### src/rtl/regprot_pkg.sv
package regprot_pkg;
    // bit of the protection register that seals all soft locks
    localparam int SEAL_BIT = 0;
    // first enable bit in the lock register
    localparam int EN_BASE  = 16;

    typedef enum logic {
        SEAL_OPEN = 1'b0,
        SEAL_SHUT = 1'b1
    } seal_t;
endpackage

### src/rtl/regprot_decode.sv
module regprot_decode
    import regprot_pkg::*;
#(
    parameter int NUM_REGS = 8,
    parameter int DATA_W = 32,
    parameter int ADDR_W = 4,
    parameter logic [15:0] INLINE_MASK = 16'h00F0
) (
    input  logic                wr_en,
    input  logic [ADDR_W-1:0]   wr_addr,
    input  logic [DATA_W-1:0]   wr_data,
    output logic [NUM_REGS-1:0] data_sel,
    output logic [NUM_REGS-1:0] lk_en,
    output logic [NUM_REGS-1:0] lk_val,
    output logic                seal_req
);
    localparam logic [ADDR_W-1:0] LOCK_ADDR = ADDR_W'(NUM_REGS);
    localparam logic [ADDR_W-1:0] PROT_ADDR = ADDR_W'(NUM_REGS + 1);

    logic lock_hit;

    always_comb begin
        lock_hit = wr_en && (wr_addr == LOCK_ADDR);
        seal_req = wr_en && (wr_addr == PROT_ADDR) && wr_data[SEAL_BIT];
        for (int i = 0; i < NUM_REGS; i++) begin
            data_sel[i] = wr_en && (wr_addr == ADDR_W'(i));
            if (lock_hit) begin
                lk_en[i]  = wr_data[EN_BASE + i];
                lk_val[i] = wr_data[i];
            end else if (INLINE_MASK[i] && data_sel[i]) begin
                lk_en[i]  = wr_data[DATA_W-2];
                lk_val[i] = wr_data[DATA_W-1];
            end else begin
                lk_en[i]  = 1'b0;
                lk_val[i] = 1'b0;
            end
        end
    end
endmodule

### src/rtl/regprot_lockctl.sv
module regprot_lockctl
    import regprot_pkg::*;
#(
    parameter int NUM_REGS = 8
) (
    input  logic                clk,
    input  logic                rst,
    input  logic [NUM_REGS-1:0] data_sel,
    input  logic [NUM_REGS-1:0] lk_en,
    input  logic [NUM_REGS-1:0] lk_val,
    input  logic                seal_req,
    output logic [NUM_REGS-1:0] soft_lock,
    output logic                sealed,
    output logic                commit,
    output logic                wr_rejected
);
    seal_t seal_q, seal_d;
    logic  data_block, lock_block;

    // state register
    always_ff @(posedge clk) begin
        if (rst) seal_q <= SEAL_OPEN;
        else     seal_q <= seal_d;
    end

    always_comb begin
        unique case (seal_q)
            SEAL_OPEN: seal_d = seal_req ? SEAL_SHUT : SEAL_OPEN;
            SEAL_SHUT: seal_d = SEAL_SHUT;
            default:   seal_d = SEAL_OPEN;
        endcase
    end

    // outputs of the seal machine and the refusal decision
    always_comb begin
        sealed     = (seal_q == SEAL_SHUT);
        data_block = |(data_sel & soft_lock);
        lock_block = sealed && (|lk_en);
        commit     = !(data_block || lock_block);
    end

    always_ff @(posedge clk) begin
        if (rst) begin
            soft_lock   <= '0;
            wr_rejected <= 1'b0;
        end else begin
            wr_rejected <= data_block || lock_block;
            if (commit) begin
                for (int i = 0; i < NUM_REGS; i++) begin
                    if (lk_en[i]) soft_lock[i] <= lk_val[i];
                end
            end
        end
    end


    hard_lock_sticky_chk: assert property (@(posedge clk) disable iff (rst)
        sealed |=> sealed);

    sealed_locks_frozen_chk: assert property (@(posedge clk) disable iff (rst)
        sealed |=> $stable(soft_lock));

    no_enable_hold_chk: assert property (@(posedge clk) disable iff (rst)
        (lk_en == '0) |=> $stable(soft_lock));
endmodule

### src/rtl/regprot_bank.sv
module regprot_bank #(
    parameter int NUM_REGS = 8,
    parameter int DATA_W = 32,
    parameter logic [15:0] INLINE_MASK = 16'h00F0
) (
    input  logic                         clk,
    input  logic                         rst,
    input  logic [NUM_REGS-1:0]          we,
    input  logic [DATA_W-1:0]            wr_data,
    output logic [NUM_REGS*DATA_W-1:0]   cfg_data
);
    logic [DATA_W-1:0] regs [NUM_REGS];

    for (genvar g = 0; g < NUM_REGS; g++) begin : g_reg
        if (INLINE_MASK[g]) begin : g_inline
            always_ff @(posedge clk) begin
                if (rst)        regs[g] <= '0;
                else if (we[g]) regs[g] <= {2'b00, wr_data[DATA_W-3:0]};
            end
        end else begin : g_plain
            always_ff @(posedge clk) begin
                if (rst)        regs[g] <= '0;
                else if (we[g]) regs[g] <= wr_data;
            end
        end
        assign cfg_data[g*DATA_W +: DATA_W] = regs[g];


        reg_hold_chk: assert property (@(posedge clk) disable iff (rst)
            !we[g] |=> $stable(regs[g]));
    end
endmodule

### src/rtl/regprot_top.sv
module regprot_top
    import regprot_pkg::*;
#(
    parameter int NUM_REGS = 8,
    parameter int DATA_W = 32,
    parameter logic [15:0] INLINE_MASK = 16'h00F0,
    localparam int ADDR_W = $clog2(NUM_REGS + 2)
) (
    input  logic                       clk,
    input  logic                       rst,
    input  logic                       wr_en,
    input  logic [ADDR_W-1:0]          wr_addr,
    input  logic [DATA_W-1:0]          wr_data,
    input  logic [ADDR_W-1:0]          rd_addr,
    output logic [DATA_W-1:0]          rd_data,
    output logic [NUM_REGS*DATA_W-1:0] cfg_data,
    output logic                       wr_rejected
);
    localparam logic [ADDR_W-1:0] LOCK_ADDR = ADDR_W'(NUM_REGS);
    localparam logic [ADDR_W-1:0] PROT_ADDR = ADDR_W'(NUM_REGS + 1);

    if (NUM_REGS < 4 || NUM_REGS > 16 || DATA_W < 32) begin : g_bad_cfg
        $error("regprot_top: unsupported parameter set");
    end

    logic [NUM_REGS-1:0] data_sel, lk_en, lk_val, soft_lock;
    logic                seal_req, sealed, commit;

    regprot_decode #(
        .NUM_REGS(NUM_REGS), .DATA_W(DATA_W), .ADDR_W(ADDR_W), .INLINE_MASK(INLINE_MASK)
    ) u_decode (
        .wr_en(wr_en), .wr_addr(wr_addr), .wr_data(wr_data),
        .data_sel(data_sel), .lk_en(lk_en), .lk_val(lk_val), .seal_req(seal_req)
    );

    regprot_lockctl #(.NUM_REGS(NUM_REGS)) u_lockctl (
        .clk(clk), .rst(rst), .data_sel(data_sel), .lk_en(lk_en), .lk_val(lk_val),
        .seal_req(seal_req), .soft_lock(soft_lock), .sealed(sealed),
        .commit(commit), .wr_rejected(wr_rejected)
    );

    regprot_bank #(
        .NUM_REGS(NUM_REGS), .DATA_W(DATA_W), .INLINE_MASK(INLINE_MASK)
    ) u_bank (
        .clk(clk), .rst(rst), .we(data_sel & {NUM_REGS{commit}}),
        .wr_data(wr_data), .cfg_data(cfg_data)
    );

    always_comb begin
        rd_data = '0;
        for (int i = 0; i < NUM_REGS; i++) begin
            if (rd_addr == ADDR_W'(i)) begin
                if (INLINE_MASK[i])
                    rd_data = {soft_lock[i], 1'b0, cfg_data[i*DATA_W +: DATA_W-2]};
                else
                    rd_data = cfg_data[i*DATA_W +: DATA_W];
            end
        end
        if (rd_addr == LOCK_ADDR) rd_data = DATA_W'(soft_lock);
        if (rd_addr == PROT_ADDR) rd_data = DATA_W'(sealed);
    end


    locked_data_hold_chk: assert property (@(posedge clk) disable iff (rst)
        (|(data_sel & soft_lock)) |=> $stable(cfg_data));

    reject_follows_write_chk: assert property (@(posedge clk) disable iff (rst)
        wr_rejected |-> $past(wr_en));
endmodule

### config.mk
export PLATFORM = sky130hd
export DESIGN_NAME = regprot_top
export DESIGN_NICKNAME = d
export VERILOG_FILES = /design/src/rtl/regprot_pkg.sv /design/src/rtl/regprot_decode.sv /design/src/rtl/regprot_lockctl.sv /design/src/rtl/regprot_bank.sv /design/src/rtl/regprot_top.sv
export SDC_FILE = /design/constraint.sdc
export NUM_CORES = 1
export LEC_CHECK = 0
export ABC_CLOCK_PERIOD_IN_PS = 5850
export BUFFER_PORTS_ARGS = -buffer_cell sky130_fd_sc_hd__buf_2
export CAP_MARGIN = 20
export CORE_ASPECT_RATIO = 0.9
export CORE_UTILIZATION = 29
export CTS_BUF_LIST = sky130_fd_sc_hd__clkbuf_8 sky130_fd_sc_hd__clkbuf_16
export DETAILED_ROUTE_END_ITERATION = 12
export PLACE_DENSITY_LB_ADDON = 0.3
export SETUP_SLACK_MARGIN = 0.5
export SYNTH_ARGS = -nofsm -noshare
export SYNTH_HDL_FRONTEND = slang
export SYNTH_SLANG_ARGS = --single-unit
### constraint.sdc
create_clock -name clk -period 5.85 [get_ports clk]
set_input_delay 0.585 -clock clk [delete_from_list [all_inputs] [get_ports clk]]
set_output_delay 0.585 -clock clk [all_outputs]
set_load 0.02 [all_outputs]
==> flow_results.org <==
** Final layout
- P&R area growth vs syn :: 22.7%
- Share of layout cells above drive strength 1 :: around 28%
- Count of fill cells added during filler insertion :: approximately 4500
- Net count of the finished layout :: approximately 1600
- The multi-input combinational cells in the finished layout cover a total of between 4000 and 5000 um^2.
- Summing all flip-flop and latch instances after layout gives between 7000 and 8000 um^2.

** Clock network
- In this run the post-CTS setup repair buffer count came out at 0.
- Clock-pin slew was measured on the worst setup and hold paths at around 0.060 ns.
- In this run the number of H-tree levels came out at 1.
- The number of gates resized after CTS was 0.
- Post-CTS Hold Fix Bufs :: 0
- TritonCTS built the clock tree.
- No sink is reached through more buffers than the 3 on the longest clock path.
- Number of buffers inserted during clock tree synthesis :: 29
- For the worst-skew pair, the clock arrives at the later sink with an insertion delay of 0.56 ns.
- The root buffer cell chosen for the clock tree is clkbuf_16.
- CTS saw 258 sinks.

** Run
- Number of violations of the max-capacitance limit :: 0

** Place
- The congestion estimate from routability-driven global placement came to 0.868.
- Detailed placement finished with a half-perimeter wire length of ~38 mm.
- In this run the tool buffered the top-level ports with roughly 320 buffer cells.

** Floorplanning
- In this run the count of I/O pins placed on the die edge is around 330.
- The floorplan has 73 rows.
- Measured along the x axis, the die boundary spans between 200 and 250 um.
- The floorplan step defined a die boundary enclosing about 46000 um^2.
- Once the floorplan was initialized, standard cells occupied between 20 and 30% of the core.
- Measured along the y axis, the die boundary spans about 200 um.
- Floorplan core area :: around 45000 um^2

** Timing
- Highest clock rate :: 0.262 GHz
- The final number of hold-violating endpoints was 0.
- Setup violations remaining at the end of the flow were counted as 0.
- Setup repair after global routing left no endpoint under its margin.
- For the pin with the worst max-slew slack, the measured transition is between 0.9 and 1 ns.
- The worst path in the final design needs a cycle of 3.82 ns, including I/O delays and setup.
- After layout, the worst path uses 65.2% of the clock period.
- Max-slew violation count :: 0
- Relative slew slack :: between 30% and 40%
- Setup clock skew after layout :: ~0.028 ns
- Accumulated negative setup slack :: 0 ns
- Hold is met by ~0.45 ns.

** Worst setup path
- Crit path arrival time :: between 3 and 4 ns
- The slowest stage of the critical path belongs to the cell nand2_1.
- The critical path in this run is classified as primary input to output port.
- The worst setup path is captured at an output port.
- The critical path contains buffers and inverters numbering 3 combined.
- Traced cell by cell, the critical path runs through buf_2 -> and3b_1 -> buf_4 -> nand2_1 -> o22ai_1 -> a211oi_1 -> buf_2.
- Most frequent cell on the critical path :: buf_2
- CP peak stage delay :: ~0.67 ns
- CP top delay family :: buffers and inverters
- In this run the worst path has a maximum fanout of 37.
- Worst setup SP type :: primary input
- Required time at the worst-slack endpoint :: 5.27 ns

** Synth
- Register bit count reported by yosys :: between 200 and 300
- Synth Area per Inst :: approximately 10 um^2
- For this run, asynchronously set or reset flops after synthesis account for 0%.
- Share of the synthesized area in the top cell type :: approximately 56%
- Post-synth EDFFs :: 248
- Number of different library cells in the post-synthesis netlist :: 56
- Top cells by area in the synthesized netlist :: edfxtp_1 56%, nor3_1 6.1%, nand2_1 4.4%
- In the post-synthesis netlist, the cell with the most instances is edfxtp_1.
- The most used flip-flop cell after synthesis is edfxtp_1.
- Leading area contributor after synthesis :: edfxtp_1
- Register area share after synthesis :: between 50% and 60%
- The synthesized netlist occupies a cell area of roughly 13000 um^2.
- Most numerous cell types in the synthesized netlist :: 248 x edfxtp_1, 162 x nor3_1, 156 x nand2_1
- Synthesis produced approximately 1300 cells.
- Count of synthesis-stage warnings from yosys :: 0

** Drt
- Total via count in the routed design :: roughly 12000
- Routed WL per cell :: between 20 and 30 um
- Summed over all layers, the routed wires come to approximately 54 mm.
- The first routing iteration left 1416 violations.
- Router iterations before antenna repair :: 5
- For this run, design rule violations remaining after detail routing come to 0.
- Via-per-instance ratio :: around 5.4
- The detail route stage leaves a number of antenna-violating nets equal to 0.

** Power and ir drop
- Maximum resistive drop on vdd :: about 0.00020 V
- Leakage power :: between 6 and 7 nW
- Ratio of total power to cell area :: 276 nW/um^2

** Hold path
- The path class of the tightest hold or removal check is primary input to flip-flop.

** Global route
- Wire length of the first global-routing pass :: between 70 and 80 mm
- Remaining Overflow, GRT :: 0
- Global routing consumed, over all layers together, ~22% of the routing resources.
- The initial antenna violation count came to 6.
- Via count of the first global-routing pass :: around 11000
- Largest net degree at the start of global routing :: between 100 and 150

** Run status
- The flow ran to the end, and the final reports show no timing, DRC or antenna violations.
-- cells by family after synthesis --
kind of cell    Yosys count  synth area share, %
other cells               1               0.0284
compound gates          200                 9.36
mux                      51                 4.37
buf+inv                 165                 5.55
flops                   258                 57.9
simple gates            602                 22.8
-- placed cells by master (no fill, tap or decap), types with 7 or more instances in the layout --
cell type	n
a211oi_1	23
nand2b_1	57
edfxtp_1	248
o22ai_1	27
nor4_1	86
a21oi_1	78
clkinv_1	10
buf_4	31
nand3_1	33
clkbuf_16	29
nor3_1	161
inv_1	8
o21ai_0	32
dfxtp_1	10
nor2_1	64
conb_1	8
nor2b_1	11
buf_2	322
clkinv_2	7
mux2_2	14
nand2_1	155
mux2i_1	33
o221ai_1	7
-- metal layers --
| layer | vias up | part of all wire (%) | global-route usage (%) |
|---|---|---|---|
| li1 | 5241 | - | - |
| met1 | 5729 | 47 | 34.9 |
| met4 | 4 | 1.7 | 5.20 |
| met5 | - | 0.046 | 0 |
| met3 | 50 | 9.8 | 5.59 |
| met2 | 562 | 41 | 30.4 |
-- state kept, by name (all words and copies together), names as in the netlist --
register and cells:
u_bank.regs 248, u_lockctl.sealed 1, u_lockctl.soft_lock 8, u_lockctl.wr_rejected 1
-- worst register-to-register path, delay by kind of cell (launching register included) --
kind            cells  cell delay (ns)
flops               1             0.40
buf+inv             2             0.96
compound gates      2             0.75
mux                 1             0.18
simple gates        1             0.42
-- path summary, 6_finish.rpt --
kind	start	to	slack (ns)	depth (start not counted)
hold / removal	wr_data[4]	u_lockctl.soft_lock[4]	0.45	3
setup / recovery	rd_addr[1]	rd_data[31]	2.03	7
setup reg to reg	u_lockctl.soft_lock[4]	u_bank.regs[1][24]	2.76	6
hold reg to reg	u_lockctl.soft_lock[2]	u_lockctl.soft_lock[2]	0.56	2
-- final cells by class --
type,instances,area share (%)
sequential,258,47.2
multi-input combinational,861,30.6
timing repair buffer,357,11.8
tap,600,4.63
clock buffer,29,4.48
clock inverter,24,1.03
inverter,7,0.162
antenna,4,0.0617
-- through the flow --
step	cells	util [%]	cell area [um^2]	total power [mW]	setup WS, ns
after CTS	2136	36.4	16200	4.51	2.05
after floorplan	1284	-	13200	2.52	0.598
after detailed placement	2083	34.4	15300	2.76	1.91
after global placement	2082	34.3	15300	2.76	1.83
after global routing	2139	36.4	16200	4.61	1.90
final	2140	36.4	16200	4.48	2.03
-- where the power goes --
part | switching, mW | internal (mW) | leakage (nW)
Combinational | 0.415 | 0.158 | 3.10
Clock | 0.767 | 0.985 | 0.446
Sequential | 0.0561 | 2.10 | 2.65
Note: power is estimated with default switching activity, not from simulation.
